`src/rtl/can_tx_pkg.sv`:
```
package can_tx_pkg;
    localparam int NBUF   = 3;
    localparam int PW     = 2;
    localparam int DW     = 8;
    localparam int AW     = 4;
    localparam int IW     = $clog2(NBUF);
    localparam int FW     = NBUF + 1;
    localparam int REQ_BIT = 3;
    localparam logic [AW-1:0] A_GCTL = AW'(2 * NBUF + 2);
    localparam logic [AW-1:0] A_IEN  = AW'(2 * NBUF + 3);
    localparam logic [AW-1:0] A_IFLG = AW'(2 * NBUF + 4);

    typedef enum logic [1:0] {
        RES_OK   = 2'd0,
        RES_ERR  = 2'd1,
        RES_LOST = 2'd2
    } tx_res_e;

    typedef struct packed {
        logic          abrt;
        logic          lost;
        logic          err;
        logic          req;
        logic [PW-1:0] prio;
    } ctrl_t;

    typedef struct packed {
        logic          any;
        logic [IW-1:0] idx;
    } pick_t;

    function automatic logic [DW-1:0] ctrl_byte(ctrl_t c);
        return {1'b0, c.abrt, c.lost, c.err, c.req, 1'b0, c.prio};
    endfunction

    // Later index overwrites on equal priority: ties go to the larger slot.
    function automatic pick_t pick_winner(logic [NBUF-1:0] pend,
                                          logic [NBUF*PW-1:0] pv);
        pick_t         r;
        logic [PW-1:0] best;
        r    = '0;
        best = '0;
        for (int i = 0; i < NBUF; i++) begin
            if (pend[i] && (!r.any || pv[i*PW +: PW] >= best)) begin
                r.any = 1'b1;
                r.idx = IW'(i);
                best  = pv[i*PW +: PW];
            end
        end
        return r;
    endfunction
endpackage

```
`src/rtl/can_tx_slot.sv`:
```
module can_tx_slot
    import can_tx_pkg::*;
(
    input  logic          clk,
    input  logic          rst,
    input  logic          wr_ctrl,
    input  logic          wr_data,
    input  logic [DW-1:0] wdata,
    input  logic          abort_all,
    input  logic          engaged,
    input  logic          done_me,
    input  tx_res_e       res,
    output ctrl_t         st,
    output logic [DW-1:0] data_q
);
    logic abt_pend;
    logic cancel;

    assign cancel = abort_all | (wr_ctrl & st.req & ~wdata[REQ_BIT]);

    always_ff @(posedge clk) begin
        if (rst) begin
            st       <= '0;
            abt_pend <= 1'b0;
        end else if (done_me) begin
            if (res == RES_OK) begin
                st.req <= 1'b0;
            end else begin
                if (res == RES_ERR)  st.err  <= 1'b1;
                if (res == RES_LOST) st.lost <= 1'b1;
                if (abt_pend || cancel) begin
                    st.req  <= 1'b0;
                    st.abrt <= 1'b1;
                end
            end
            abt_pend <= 1'b0;
        end else if (st.req && cancel) begin
            if (engaged) begin
                abt_pend <= 1'b1;
            end else begin
                st.req  <= 1'b0;
                st.abrt <= 1'b1;
            end
        end else if (wr_ctrl && !st.req) begin
            st.prio <= wdata[PW-1:0];
            if (wdata[REQ_BIT]) begin
                st.req  <= 1'b1;
                st.err  <= 1'b0;
                st.lost <= 1'b0;
                st.abrt <= 1'b0;
            end
        end
    end

    always_ff @(posedge clk) begin
        if (rst)
            data_q <= '0;
        else if (wr_data && !st.req)
            data_q <= wdata;
    end
endmodule

```
`src/rtl/can_tx_pick.sv`:
```
module can_tx_pick
    import can_tx_pkg::*;
(
    input  logic             clk,
    input  logic             rst,
    input  logic [NBUF-1:0]  req_vec,
    input  logic [NBUF*PW-1:0] prio_vec,
    input  logic             bus_idle,
    input  logic             abort_all,
    input  logic             eng_done,
    output logic             tx_start,
    output logic [IW-1:0]    tx_sel,
    output logic             busy,
    output logic [IW-1:0]    act
);
    pick_t win;

    always_comb begin
        win      = pick_winner(req_vec, prio_vec);
        tx_start = !busy && bus_idle && !abort_all && win.any;
        tx_sel   = busy ? act : win.idx;
    end

    always_ff @(posedge clk) begin
        if (rst) begin
            busy <= 1'b0;
            act  <= '0;
        end else if (tx_start) begin
            busy <= 1'b1;
            act  <= win.idx;
        end else if (busy && eng_done) begin
            busy <= 1'b0;
        end
    end
endmodule

```
`src/rtl/can_tx_irq.sv`:
```
module can_tx_irq
    import can_tx_pkg::*;
(
    input  logic          clk,
    input  logic          rst,
    input  logic          wr_en,
    input  logic          wr_flg,
    input  logic [FW-1:0] wdata,
    input  logic [FW-1:0] set_vec,
    output logic [FW-1:0] ien,
    output logic [FW-1:0] iflg,
    output logic          irq
);
    always_ff @(posedge clk) begin
        if (rst) begin
            ien  <= '0;
            iflg <= '0;
        end else begin
            if (wr_en) ien <= wdata;
            for (int i = 0; i < FW; i++) begin
                if (set_vec[i])
                    iflg[i] <= 1'b1;
                else if (wr_flg && !wdata[i])
                    iflg[i] <= 1'b0;
            end
        end
    end

    assign irq = |(ien & iflg);
endmodule

```
`src/rtl/can_tx_sched.sv`:
```
module can_tx_sched
    import can_tx_pkg::*;
(
    input  logic          clk,
    input  logic          rst,
    input  logic          reg_we,
    input  logic [AW-1:0] reg_addr,
    input  logic [DW-1:0] reg_wdata,
    output logic [DW-1:0] reg_rdata,
    input  logic          bus_idle,
    output logic          tx_start,
    output logic [IW-1:0] tx_sel,
    input  logic          eng_done,
    input  logic [1:0]    eng_res,
    output logic          irq
);
    ctrl_t              st   [NBUF];
    logic [DW-1:0]      dat  [NBUF];
    logic [NBUF-1:0]    req_vec;
    logic [NBUF*PW-1:0] prio_vec;
    logic [NBUF-1:0]    ok_vec;
    logic               err_any;
    logic               busy;
    logic [IW-1:0]      act;
    logic               abort_all;
    logic [FW-1:0]      ien, iflg;
    logic               merr_flag;
    tx_res_e            res;

    assign res       = tx_res_e'(eng_res);
    assign merr_flag = iflg[NBUF];

    always_ff @(posedge clk) begin
        if (rst)
            abort_all <= 1'b0;
        else if (reg_we && reg_addr == A_GCTL)
            abort_all <= reg_wdata[0];
    end

    logic [NBUF-1:0] err_vec;

    for (genvar g = 0; g < NBUF; g++) begin : g_slot
        logic on_bus, done_me;
        assign on_bus  = busy && act == IW'(g);
        assign done_me = on_bus && eng_done;

        can_tx_slot u_slot (
            .clk       (clk),
            .rst       (rst),
            .wr_ctrl   (reg_we && reg_addr == AW'(2 * g)),
            .wr_data   (reg_we && reg_addr == AW'(2 * g + 1)),
            .wdata     (reg_wdata),
            .abort_all (abort_all),
            .engaged   (on_bus || (tx_start && tx_sel == IW'(g))),
            .done_me   (done_me),
            .res       (res),
            .st        (st[g]),
            .data_q    (dat[g])
        );

        assign req_vec[g]          = st[g].req;
        assign prio_vec[g*PW +: PW] = st[g].prio;
        assign ok_vec[g]           = done_me && res == RES_OK;
        assign err_vec[g]          = done_me && res == RES_ERR;
    end

    assign err_any = |err_vec;

    can_tx_pick u_pick (
        .clk       (clk),
        .rst       (rst),
        .req_vec   (req_vec),
        .prio_vec  (prio_vec),
        .bus_idle  (bus_idle),
        .abort_all (abort_all),
        .eng_done  (eng_done),
        .tx_start  (tx_start),
        .tx_sel    (tx_sel),
        .busy      (busy),
        .act       (act)
    );

    can_tx_irq u_irq (
        .clk     (clk),
        .rst     (rst),
        .wr_en   (reg_we && reg_addr == A_IEN),
        .wr_flg  (reg_we && reg_addr == A_IFLG),
        .wdata   (reg_wdata[FW-1:0]),
        .set_vec ({err_any, ok_vec}),
        .ien     (ien),
        .iflg    (iflg),
        .irq     (irq)
    );

    always_comb begin
        reg_rdata = '0;
        for (int i = 0; i < NBUF; i++) begin
            if (reg_addr == AW'(2 * i))     reg_rdata = ctrl_byte(st[i]);
            if (reg_addr == AW'(2 * i + 1)) reg_rdata = dat[i];
        end
        if (reg_addr == A_GCTL) reg_rdata = {{(DW-1){1'b0}}, abort_all};
        if (reg_addr == A_IEN)  reg_rdata = DW'(ien);
        if (reg_addr == A_IFLG) reg_rdata = DW'(iflg);
    end
endmodule

```
`config.mk`:
```
export PLATFORM = sky130hd
export DESIGN_NAME = can_tx_sched
export DESIGN_NICKNAME = d
export VERILOG_FILES = /design/src/rtl/can_tx_pkg.sv /design/src/rtl/can_tx_slot.sv /design/src/rtl/can_tx_pick.sv /design/src/rtl/can_tx_irq.sv /design/src/rtl/can_tx_sched.sv
export SDC_FILE = /design/constraint.sdc
export NUM_CORES = 1
export LEC_CHECK = 0
export ABC_AREA = 0
export BUFFER_PORTS_ARGS = -buffer_cell sky130_fd_sc_hd__buf_2
export CORE_UTILIZATION = 55
export DETAILED_ROUTE_END_ITERATION = 12
export HOLD_SLACK_MARGIN = 0.06
export PLACE_DENSITY_LB_ADDON = 0.1
export SYNTH_ARGS = -nofsm -noshare
export SYNTH_HDL_FRONTEND = slang
export SYNTH_HIERARCHICAL = 1
export SYNTH_SLANG_ARGS = --single-unit
```
`constraint.sdc`:
```
create_clock -name clk -period 3.5 [get_ports clk]
set_input_delay 0.7 -clock clk [delete_from_list [all_inputs] [get_ports clk]]
set_output_delay 0.7 -clock clk [all_outputs]
set_load 0.05 [all_outputs]
```
==> summary.txt <==
Placement
  – Worst slack at placement: -0.00737 ns
  – GPL Wtd Cong: 0.841
  – Input/output buffers: 30
  – Placed wire-length estimate: 6170 µm

Yosys
  – Syn Area/Cell: 8.02 µm²
  – Dominant cell by count in the synthesized netlist: nand2_1
  – Fraction of synthesized cell area taken by the top area cell type: 0.333
  – Count of mapped cells out of synthesis: 427
  – Total number of yosys warnings: 6
  – Commonest cells in the netlist: nand2_1, dfxtp_1, nor2_1, a21oi_1, inv_1
  – Proportion of register bits with asynchronous set or reset after synthesis: 0
  – Cell area after synthesis: 0.00342 mm²
  – Number of distinct standard cells referenced by the synthesized netlist: 59
  – Post-synth EDFFs: 0
  – Net Count, Synth: 450
  – Seq/Total Area, Yosys: 0.333
  – Register bit total from synthesis: 57
  – Synth area leader: dfxtp_1
  – Primary flip-flop cell chosen by synthesis mapping: dfxtp_1
  – Leading cell types by total area after synthesis: dfxtp_1, nand2_1, a21oi_1, nor2_1, mux2i_1

Timing
  – Final-report hold violation count: 0
  – Smallest setup slack after layout: -0.0811 ns
  – Final setup violating endpoints: 1
  – Number of pins exceeding their max-slew limit in the final report: 0
  – Highest attainable clock frequency: 279 MHz
  – Post-Route Setup TNS: -0.0811 ns
  – Fin crit period: 3.58 ns
  – RSZ-0062 raised after global routing: yes
  – Relative slew slack: 0.470
  – Portion of the clock cycle consumed by the worst path in the final layout: 1.02
  – Setup skew after layout: 0.0107 ns
  – Actual slew at the worst max-slew pin: 0.792 ns

Die
  – Number of core rows: 28
  – Die Footprint: 0.00655 mm²
  – Core area: 0.00596 mm²
  – Die extent in x: 80.9 µm
  – Die H: 80.9 µm
  – Ports placed on the boundary: 31
  – Initial core utilization: 0.575

Setup path
  – CP Class: flip-flop to output pin
  – Cell-by-cell listing of the critical path: and2_4 -> ha_4 -> nand2b_4 -> a211o_1 -> nand2_2 -> mux2_4 -> ha_4 -> o21ai_2 -> a21boi_2 -> buf_4 -> o31ai_4 -> buf_6
  – Crit Path Max Fanout: 3
  – Depth of the worst register-to-register path: 16
  – Startpoint types: flip-flop
  – Cell type with the highest occurrence count on the critical path: ha_4
  – Worst Path Required: 2.80 ns
  – Crit path depth: 12
  – Cell family with most CP delay: compound AO/OA/AOI/OAI gates
  – Delay of the slowest cell on the worst path: 0.32 ns
  – Arrival time at the worst endpoint: 2.88 ns
  – Sum of buffers and inverters on the critical path: 2
  – Slowest CP cell: dfxtp_2
  – CP endpoint kind: output pin

Drt
  – Number of DRC markers after the initial detailed-route iteration: 312
  – Post-route ant nets: 0
  – Per-cell routed wire length: 17.2 µm
  – Total wire length after detailed routing: 9250 µm
  – Remaining routing DRC violations: 0
  – Via count: 3211
  – 1st-pass router iterations: 5
  – Average vias per placed instance: 5.97

Final layout
  – Fill cell instance count of the final layout: 533
  – Diodes inserted: 0
  – Number of nets in the finished design: 481
  – Area used by sequential logic in the layout: 0.00114 mm²
  – Area of combinational cells with multiple inputs: 0.00206 mm²
  – Layout overhead on the synthesized area: 14.9%
  – Ratio of cells with drive above 1 in the final layout: 0.199

Clock network
  – Cts bufs inserted: 9
  – Clock insertion delay at the later pin of the skew report: 0.34 ns
  – Clock input transition at the sequential cells of the worst setup and hold paths: 0.07 ns
  – # hold bufs at CTS: 0
  – Buffer cell driving the clock tree root: clkbuf_8
  – CTS tree: built
  – Largest buffer count on any clock path: 2
  – CTS H-tree lvls: 3
  – Clock tree sinks: 57

Global routing
  – Pin count of the biggest net entering global routing: 46
  – Vias in the first global route: 3015
  – Initial antenna violation count: 0
  – Total overflow reported by the global router: 0
  – Global-route wire length before repair: 15200 µm
  – Total global-route track usage: 0.308

Hold path
  – HP Class: flip-flop to flip-flop
  – Hold path cells: 2

Pwr
  – PD cells: 397 mW/mm²
  – Leakage power: 1.42 nW
  – Maximum VDD drop: 396 µV

Outcome
  – Run status: complete, but fails checks
  – Violated checks: setup timing

Run
  – Max-cap violation count: 0
-- path summary, 6_finish.rpt --
kind	startpoint	to	slack, ns
max reg2reg	g_slot[0].u_slot/st[2]	g_slot[0].u_slot/abt_pend	0.09
max	g_slot[0].u_slot/st[2]	tx_sel[0]	-0.08
min	g_slot[2].u_slot/data_q[5]	g_slot[2].u_slot/data_q[5]	0.45
min reg2reg	g_slot[2].u_slot/data_q[5]	g_slot[2].u_slot/data_q[5]	0.45
-- timing repair --
item | CTS | global route
resized for setup | 13 | 4
endpoints found under the setup margin | 2 | 5
setup buffers | 5 | 2
pin swaps | 7 | 4
-- where the power goes --
part	internal [mW]	switching [mW]	leakage (nW)
registers	0.655	0.00636	0.461
logic	0.0433	0.0916	0.843
clock network	0.491	0.275	0.120
-- worst register-to-register path: stages (launching register included) --
cell      delay [ns]
dfxtp_2         0.32
and2_4          0.16
ha_4            0.20
nand2b_4        0.13
a211o_1         0.33
nand2_2         0.13
mux2_4          0.33
ha_4            0.26
o21ai_2         0.05
a21boi_2        0.14
buf_4           0.15
o31ai_4         0.06
buf_4           0.15
nand2b_1        0.17
o32ai_1         0.28
o211ai_1        0.16
a211oi_1        0.32
-- metrics by stage --
stage	instance area (µm²)	utilization	cells	power (mW)	hold WS, ns
after detailed placement	3560	0.598	515	0.806	0.446
final	3940	0.661	538	1.56	0.454
after CTS	3910	0.656	536	1.56	0.456
after global routing	3940	0.661	538	1.61	0.475
after floorplan	3440	-	427	0.761	0.428
after global placement	3560	0.598	515	0.804	0.441
-- flip-flops by register name (all words and copies together) (netlist names) --
register and flops:
g_slot.u_slot/data_q 24, g_slot.u_slot/st 18, u_irq/ien 4, u_irq/iflg 4, g_slot.u_slot/abt_pend 3, u_pick/act 2
abort_all 1, u_pick/busy 1
-- metal layers --
metal  routed length (µm)  share of wire  track usage
met5                    0              0            0
met4                  143          0.015        0.107
met3                  380          0.041       0.0539
met2                 4220           0.46        0.490
met1                 4500           0.49        0.417
-- kinds of logic (layout without fill, tap and decap cells) --
| logic type | Yosys count | count (layout) | synth area share |
|---|---|---|---|
| buffers and inverters | 57 | 93 | 0.0884 |
| multiplexers | 23 | 23 | 0.0829 |
| AO/OA/AOI/OAI | 108 | 108 | 0.220 |
| adder cells (fa/ha/maj) | 4 | 4 | 0.0146 |
| AND/OR/NAND/NOR | 178 | 178 | 0.261 |
| flip-flops | 57 | 57 | 0.333 |
-- layout by cell type, fill, tap and decap left out, drive strengths merged, types with 2 or more instances in the layout --
cell type / netlist / final
mux2: 4 / 4
clkbuf: 6 / 11
buf: 19 / 45
o22ai: 2 / 2
nor4b: 3 / 3
nor3: 6 / 6
ha: 4 / 4
nor2b: 10 / 10
o22a: 2 / 2
o41ai: 3 / 3
o211ai: 6 / 6
dfxtp: 57 / 57
and2: 2 / 2
inv: 31 / 31
a21oi: 35 / 35
a311oi: 3 / 3
mux2i: 16 / 16
o31a: 5 / 5
or2b: 3 / 3
o21ai: 7 / 7
a22oi: 6 / 6
and3: 3 / 3
o31ai: 2 / 2
mux4: 3 / 3
a211oi: 10 / 10
nor3b: 8 / 8
a41o: 3 / 3
nand2: 70 / 70
o2111ai: 3 / 3
a21o: 2 / 2
bufinv: 0 / 3
nor2: 45 / 45
nand3: 2 / 2
nand2b: 14 / 14
a31o: 3 / 3
a2111oi: 2 / 2
and2b: 4 / 4
nand3b: 4 / 4
clkinv: 1 / 2
a31oi: 8 / 8
-- layout make-up --
type	instances	area share
timing repair buffer	45	0.0709
inverter	32	0.0305
clock inverter	5	0.0261
tap	75	0.0238
sequential	57	0.291
multi-input combinational	313	0.522
clock buffer	11	0.0359
Power figures use the tool's default switching activity.
